--- src/rtl/tap_cal_pkg.sv ---
package tap_cal_pkg;

  typedef enum logic [2:0] {
    ST_IDLE,
    ST_APPLY,
    ST_ARM,
    ST_RUN,
    ST_JUDGE,
    ST_FINAL
  } seq_state_t;

endpackage

--- src/rtl/tap_cal_judge.sv ---
module tap_cal_judge #(
  parameter int CNT_W = 8
) (
  input  logic [2*CNT_W-1:0] counts_i,
  input  logic [CNT_W-1:0]   runs_i,
  output logic               pass_o
);
  logic [CNT_W-1:0] ok_runs;
  logic [CNT_W-1:0] bad_runs;

  // Lower field: passing runs; upper field: failing runs.
  assign ok_runs  = counts_i[CNT_W-1:0];
  assign bad_runs = counts_i[2*CNT_W-1:CNT_W];

  always_comb begin
    pass_o = 1'b0;
    if (bad_runs == '0 && ok_runs == runs_i) pass_o = 1'b1;
  end
endmodule

--- src/rtl/tap_cal_window.sv ---
module tap_cal_window #(
  parameter int                 TAP_W       = 6,
  parameter int                 MARK_W      = 32,
  parameter logic [MARK_W-1:0]  NO_PASS     = 32'hAA55AA55,
  parameter int                 DEFAULT_TAP = 8
) (
  input  logic             clk,
  input  logic             rst_n,
  input  logic             clear_i,
  input  logic             update_i,
  input  logic             pass_i,
  input  logic [TAP_W-1:0] tap_i,
  output logic [TAP_W:0]   count_o,
  output logic [TAP_W-1:0] final_o
);
  localparam logic [TAP_W-1:0] FALLBACK = TAP_W'(DEFAULT_TAP);

  logic [MARK_W-1:0] low_q;
  logic [TAP_W-1:0]  high_q;
  logic [TAP_W:0]    count_q;
  logic [TAP_W:0]    span_sum;

  always_ff @(posedge clk or negedge rst_n) begin
    if (!rst_n) begin
      low_q   <= NO_PASS;
      high_q  <= '0;
      count_q <= '0;
    end else if (clear_i) begin
      low_q   <= NO_PASS;
      high_q  <= '0;
      count_q <= '0;
    end else if (update_i && pass_i) begin
      count_q <= count_q + 1'b1;
      high_q  <= tap_i;
      if (low_q == NO_PASS) low_q <= MARK_W'(tap_i);
    end
  end

  assign span_sum = {1'b0, low_q[TAP_W-1:0]} + {1'b0, high_q};

  always_comb begin
    final_o = FALLBACK;
    if (count_q != '0) final_o = span_sum[TAP_W:1];
  end

  assign count_o = count_q;

  // marker stays until a pass is recorded
  assert_marker_kept_R7: assert property (@(posedge clk) disable iff (!rst_n)
    (count_q == '0) |-> (low_q == NO_PASS));

  // recorded bounds are ordered and the low bound is a real tap
  assert_bounds_ordered_R6: assert property (@(posedge clk) disable iff (!rst_n)
    (count_q != '0) |-> (low_q[MARK_W-1:TAP_W] == '0 && high_q >= low_q[TAP_W-1:0]));
endmodule

--- src/rtl/tap_cal_lanes.sv ---
module tap_cal_lanes #(
  parameter int LANES = 4,
  parameter int TAP_W = 6
) (
  input  logic                   clk,
  input  logic                   rst_n,
  input  logic                   load_i,
  input  logic [TAP_W-1:0]       tap_i,
  output logic [LANES*TAP_W-1:0] taps_o
);
  for (genvar g = 0; g < LANES; g++) begin : g_lane
    logic [TAP_W-1:0] setting_q;
    always_ff @(posedge clk or negedge rst_n) begin
      if (!rst_n)      setting_q <= '0;
      else if (load_i) setting_q <= tap_i;
    end
    assign taps_o[g*TAP_W +: TAP_W] = setting_q;
  end
endmodule

--- src/rtl/tap_cal_seq.sv ---
module tap_cal_seq import tap_cal_pkg::*; #(
  parameter int TAP_W = 6
) (
  input  logic             clk,
  input  logic             rst_n,
  input  logic             start_i,
  input  logic             bist_done_i,
  output logic             clear_o,
  output logic             lane_load_o,
  output logic             use_final_o,
  output logic             capture_o,
  output logic             judge_o,
  output logic             bist_start_o,
  output logic             done_o,
  output logic             valid_o,
  output logic [TAP_W-1:0] tap_o
);
  localparam logic [TAP_W-1:0] LAST_TAP = {TAP_W{1'b1}};

  seq_state_t       state_q, state_d;
  logic [TAP_W-1:0] tap_q;
  logic             launch_q;
  logic             done_q;
  logic             valid_q;

  always_comb begin
    state_d = state_q;
    unique case (state_q)
      ST_IDLE:  if (start_i) state_d = ST_APPLY;
      ST_APPLY: state_d = ST_ARM;
      ST_ARM:   state_d = ST_RUN;
      ST_RUN:   if (bist_done_i) state_d = ST_JUDGE;
      ST_JUDGE: state_d = (tap_q == LAST_TAP) ? ST_FINAL : ST_APPLY;
      ST_FINAL: state_d = ST_IDLE;
      default:  state_d = ST_IDLE;
    endcase
  end

  assign clear_o     = (state_q == ST_IDLE) && start_i;
  assign lane_load_o = (state_q == ST_APPLY) || (state_q == ST_FINAL);
  assign use_final_o = (state_q == ST_FINAL);
  assign capture_o   = (state_q == ST_RUN) && bist_done_i;
  assign judge_o     = (state_q == ST_JUDGE);

  always_ff @(posedge clk or negedge rst_n) begin
    if (!rst_n) begin
      state_q  <= ST_IDLE;
      tap_q    <= '0;
      launch_q <= 1'b0;
      done_q   <= 1'b0;
      valid_q  <= 1'b0;
    end else begin
      state_q <= state_d;
      done_q  <= (state_q == ST_FINAL);
      if (clear_o) begin
        tap_q   <= '0;
        valid_q <= 1'b0;
      end else if (state_q == ST_JUDGE && tap_q != LAST_TAP) begin
        tap_q <= tap_q + 1'b1;
      end
      if (state_q == ST_FINAL) valid_q <= 1'b1;
      if (state_q == ST_ARM)       launch_q <= 1'b1;
      else if (capture_o)          launch_q <= 1'b0;
    end
  end

  assign bist_start_o = launch_q;
  assign done_o       = done_q;
  assign valid_o      = valid_q;
  assign tap_o        = tap_q;

  // launch level released right after the done bit
  assert_launch_release_R3: assert property (@(posedge clk) disable iff (!rst_n)
    (launch_q && bist_done_i) |=> !launch_q);

  // tap steps by exactly one after each non-final judgement
  assert_tap_step_R1: assert property (@(posedge clk) disable iff (!rst_n)
    (state_q == ST_JUDGE && tap_q != LAST_TAP) |=> (tap_q == $past(tap_q) + 1'b1));

  // sweep finishes only after the last tap
  assert_sweep_end_R1: assert property (@(posedge clk) disable iff (!rst_n)
    (state_q == ST_JUDGE && tap_q == LAST_TAP) |=> (state_q == ST_FINAL));

  // a start during a sweep never restarts the tap
  assert_busy_start_ignored_R11: assert property (@(posedge clk) disable iff (!rst_n)
    (state_q != ST_IDLE && start_i) |=> (tap_q != '0 || $past(tap_q) == '0));
endmodule

--- src/rtl/tap_sweep_cal.sv ---
module tap_sweep_cal #(
  parameter int LANES       = 4,
  parameter int TAP_W       = 6,
  parameter int CNT_W       = 8,
  parameter int DEFAULT_TAP = 8
) (
  input  logic                   clk,
  input  logic                   rst_n,
  input  logic                   start_i,
  input  logic [CNT_W:1]         run_cfg_i,
  input  logic [2*CNT_W:0]       bist_status_i,
  output logic                   bist_start_o,
  output logic [LANES*TAP_W-1:0] lane_tap_o,
  output logic                   done_o,
  output logic                   result_valid_o,
  output logic [TAP_W:0]         pass_count_o
);
  localparam logic [TAP_W-1:0] FALLBACK = TAP_W'(DEFAULT_TAP);

  logic             clear, lane_load, use_final, capture, judge;
  logic [TAP_W-1:0] cur_tap, final_tap, lane_src;
  logic [CNT_W-1:0] runs_q;
  logic [2*CNT_W-1:0] counts_q;
  logic             tap_pass;
  logic             lanes_match;

  tap_cal_seq #(.TAP_W(TAP_W)) u_seq (
    .clk          (clk),
    .rst_n        (rst_n),
    .start_i      (start_i),
    .bist_done_i  (bist_status_i[0]),
    .clear_o      (clear),
    .lane_load_o  (lane_load),
    .use_final_o  (use_final),
    .capture_o    (capture),
    .judge_o      (judge),
    .bist_start_o (bist_start_o),
    .done_o       (done_o),
    .valid_o      (result_valid_o),
    .tap_o        (cur_tap)
  );

  always_ff @(posedge clk or negedge rst_n) begin
    if (!rst_n) begin
      runs_q   <= '0;
      counts_q <= '0;
    end else begin
      if (clear)   runs_q   <= run_cfg_i;
      if (capture) counts_q <= bist_status_i[2*CNT_W:1];
    end
  end

  tap_cal_judge #(.CNT_W(CNT_W)) u_judge (
    .counts_i (counts_q),
    .runs_i   (runs_q),
    .pass_o   (tap_pass)
  );

  tap_cal_window #(.TAP_W(TAP_W), .DEFAULT_TAP(DEFAULT_TAP)) u_window (
    .clk      (clk),
    .rst_n    (rst_n),
    .clear_i  (clear),
    .update_i (judge),
    .pass_i   (tap_pass),
    .tap_i    (cur_tap),
    .count_o  (pass_count_o),
    .final_o  (final_tap)
  );

  assign lane_src = use_final ? final_tap : cur_tap;

  tap_cal_lanes #(.LANES(LANES), .TAP_W(TAP_W)) u_lanes (
    .clk    (clk),
    .rst_n  (rst_n),
    .load_i (lane_load),
    .tap_i  (lane_src),
    .taps_o (lane_tap_o)
  );

  always_comb begin
    lanes_match = 1'b1;
    for (int i = 0; i < LANES; i++)
      if (lane_tap_o[i*TAP_W +: TAP_W] != cur_tap) lanes_match = 1'b0;
  end

  // every lane carries the tap under test when a self-test launches
  assert_lanes_at_launch_R2: assert property (@(posedge clk) disable iff (!rst_n)
    $rose(bist_start_o) |-> lanes_match);

  // empty window leaves the fallback tap
  assert_fallback_R9: assert property (@(posedge clk) disable iff (!rst_n)
    (done_o && pass_count_o == '0) |-> (lane_tap_o[TAP_W-1:0] == FALLBACK));

  // completion is a single-cycle pulse
  assert_done_pulse_R10: assert property (@(posedge clk) disable iff (!rst_n)
    done_o |=> !done_o);

  // result held steady while valid and no new start
  assert_result_hold_R10: assert property (@(posedge clk) disable iff (!rst_n)
    (result_valid_o && !start_i) |=> $stable(lane_tap_o));
endmodule

--- config.mk ---
export PLATFORM = sky130hd
export DESIGN_NAME = tap_sweep_cal
export DESIGN_NICKNAME = d
export VERILOG_FILES = /design/src/rtl/tap_cal_pkg.sv /design/src/rtl/tap_cal_judge.sv /design/src/rtl/tap_cal_window.sv /design/src/rtl/tap_cal_lanes.sv /design/src/rtl/tap_cal_seq.sv /design/src/rtl/tap_sweep_cal.sv
export SDC_FILE = /design/constraint.sdc
export NUM_CORES = 1
export LEC_CHECK = 0
export ABC_CLOCK_PERIOD_IN_PS = 2110
export BUFFER_PORTS_ARGS = -buffer_cell sky130_fd_sc_hd__buf_2
export CORE_MARGIN = 4
export CORE_UTILIZATION = 49
export DETAILED_ROUTE_END_ITERATION = 16
export PLACE_DENSITY = 0.72
export SLEW_MARGIN = 10
export SYNTH_ARGS = -nofsm -noshare
export SYNTH_HDL_FRONTEND = slang
export SYNTH_SLANG_ARGS = --single-unit
--- constraint.sdc ---
create_clock -name clk -period 2.11 [get_ports clk]
set_input_delay 0.3165 -clock clk [delete_from_list [all_inputs] [get_ports clk]]
set_output_delay 0.3165 -clock clk [all_outputs]
set_load 0.01 [all_outputs]
==> metrics <==
outcome=finished clean; period utilisation layout=between 90% and 100%; most common cell after layout, fill and taps aside=buf_2; clk buf depth=2; Buf/Inv on CP=0; First-pass DRT Iterations=4; layout net count=about 400; CTS clk-pin slew, worst paths=0.07 ns; CP Launch Type=flip-flop; initial antenna violation count=0; Crit path max-delay family=simple AND/OR/NAND/NOR gates; core area=roughly 0.006 mm^2; DRT iter0 DRCs=150; TritonCTS clock tree=built; clk_skew=between 0.007 and 0.008 ns; main area contributors after synthesis=dfrtp_1 47%, mux2_2 5.8%, nand2_1 5.2%; unrepaired setup endpoints after global routing=false; DRC=0; share of cells above drive strength 1=31.6%; yosys warns=0; Routed WL per cell=roughly 14 um; initial core utilization=roughly 52%; Worst slew margin=roughly 66%; worst-path cell chain=nor4_1 -> nand4_2 -> or3_1 -> or4_1 -> a21oi_1; setup violators final=0; average size of a mapped cell=between 10 and 15 um^2; Max Cap Violations=0; leakage power=~1.8 nW; Yosys reg bits=slightly above 60; Netlist Area Pre-Place=just over 0.003 mm^2; CTS H-tree lvls=3; Crit Path Max Fanout=2; Min Clock Period, post-route=2.01 ns; postcts setup bufs=0; Arrival @ worst endpoint=~2.3 ns; area leader, netlist=dfrtp_1; Tightest Pin Transition=0.505 ns; clock root cell=clkbuf_8; Vias per Instance=5.23; hpwl dp=roughly 4400 um; gr usage total=roughly 18%; Die W=87.7 um; critical path type=reg2reg; # fillers=just over 500; Slew Viols, Final=0; port bufs=around 60; Hold Slack=approximately 0.17 ns; vias after detailed routing=approximately 2300; Synth cell types=between 40 and 50; post-route antenna net violation count=0; Setup TNS=0 ns; Fmax=approximately 500 MHz; final design utilization=around three fifths; CTS Sinks=62; number of global-route vias before repair=2163; Cells after Synth=~300; Worst Setup End Kind=flip-flop; Placed Area=between 0.003 and 0.004 mm^2; RD Place Congestion=slightly below 0.8; pin count of the biggest net entering global routing=43; share of the synthesized area in the top cell type=46.7%; n_diodes=0; Seq/Total Area, Yosys=about 50%; final WL=6180 um; row count=28; total CTS buffers=9; CP max stage delay=between 0.5 and 0.6 ns; Hold Path Class=in2reg; Power Density=around 1300 mW/mm^2; GR Overflow Total=0; syn_nets=336; post-route cell area=around 0.0036 mm^2; most frequent cells in the layout=61 x buf_2, 58 x dfrtp_1, 43 x nand2_1; Peak VDD IR=approximately 0.00073 V; # IOs=62; die outline height=between 80 and 90 um; clk_lat worst skew=around 0.34 ns; Required @ worst endpoint=~2.4 ns; P&R area growth vs syn=17.3%; first-pass GRT wire length=between 10000 and 15000 um; Final Hold Fails=0; Max stage delay cell, worst path=or4_1; die area=around 0.0077 mm^2
repair_timing:
action	in CTS	in global routing
hold buffers	1	0
resized for setup	0	0
endpoints found under the hold margin	16	0
cells by family (layout without fill, tap and decap cells):
kind of cell | Yosys count | after routing | share of synthesized area (%)
simple gates | 111 | 111 | 18.3
compound gates | 42 | 42 | 8.49
fa+ha+maj | 9 | 9 | 3.86
xor+xnor | 16 | 16 | 4.51
flops | 62 | 62 | 50.1
mux | 22 | 22 | 7.73
buf+inv | 37 | 99 | 7.00
tightest hold or removal path: cells and delay by family:
| kind | cells | cell delay (ns) |
|---|---|---|
| and+or+nand+nor | 2 | 0.09 |
| buffers and inverters | 1 | 0.07 |
synth_stat cells (all sizes together):
| library cell | instances |
|---|---|
| a31oi | 6 |
| nand4b | 1 |
| nor3b | 4 |
| o21ai | 10 |
| nand2b | 1 |
| nor4 | 5 |
| a21oi | 10 |
| nand3 | 7 |
| inv | 8 |
| mux2 | 16 |
| mux2i | 6 |
| a311oi | 1 |
| nor2 | 19 |
| dfstp | 4 |
| fa | 1 |
| nor2b | 4 |
| or3 | 1 |
| nand2 | 43 |
| o21bai | 1 |
| nand4 | 5 |
| o31ai | 2 |
| nor4b | 2 |
| ha | 8 |
| o211ai | 1 |
| or4 | 1 |
| dfrtp | 58 |
| or4b | 1 |
| nor3 | 7 |
| a31o | 2 |
| xor2 | 4 |
| xnor2 | 12 |
| a21o | 6 |
| and3 | 3 |
| a211oi | 1 |
| a22o | 1 |
| and2 | 2 |
| a211o | 1 |
| buf | 20 |
| nand3b | 4 |
| or3b | 1 |
| clkbuf | 9 |
layer usage:
layer	vias up	track usage (%)	wire length, um
li1	1134	-	-
met1	1077	23.5	2890
met2	61	27.5	2840
met3	10	3.57	345
met4	0	8.79	97
met5	-	0	0
where the power goes:
group	switching [mW]	total [mW]	internal (mW)
clock network	0.442	1.06	0.613
logic	0.868	1.69	0.822
registers	0.347	1.96	1.61
registers in the layout, indices dropped and copies added (netlist names), 3 cells and up:
register,cells
counts_q,16
runs_q,8
u_lanes.g_lane.setting_q,6
u_seq.state_q,3
u_seq.tap_o,6
u_window.count_o,7
u_window.high_q,6
u_window.low_q,7
stage by stage:
step	cells	power (mW)	setup WS (ns)
global placement	419	3.63	0.162
floorplan	299	3.28	0.0573
finish	436	4.71	0.101
global route	436	5.05	0.0235
CTS	436	4.76	0.0738
detailed placement	419	3.70	0.0855
final timing paths:
| kind | start | endpoint | slack (ns) | cells after the start |
|---|---|---|---|---|
| worst max-delay path | counts_q[13]$_DFFE_PN0P_ | u_window.count_o[5]$_DFFE_PN0P_ | 0.10 | 5 |
| worst min-delay path | run_cfg_i[7] | runs_q[6]$_DFFE_PN0P_ | 0.17 | 3 |
| worst max register to register | counts_q[13]$_DFFE_PN0P_ | u_window.count_o[5]$_DFFE_PN0P_ | 0.10 | 5 |
| worst min register to register | u_seq.valid_o$_DFFE_PN0P_ | u_seq.valid_o$_DFFE_PN0P_ | 0.48 | 1 |
| max in group asynchronous | rst_n | counts_q[10]$_DFFE_PN0P_ | 1.04 | 3 |
| min in group asynchronous | rst_n | u_window.high_q[2]$_DFFE_PN0P_ | 0.48 | 2 |
area by class of cell:
| type | count | area [um^2] | share of cell area [%] |
|---|---|---|---|
| clock inverter | 1 | 30.0 | 0.824 |
| timing repair buffer | 75 | 425 | 11.7 |
| tap | 75 | 93.8 | 2.57 |
| inverter | 8 | 30.0 | 0.824 |
| sequential | 62 | 1560 | 42.7 |
| multi-input combinational | 200 | 1340 | 36.9 |
| clock buffer | 15 | 166 | 4.56 |
No activity file was read; power rests on OpenSTA's default activity.
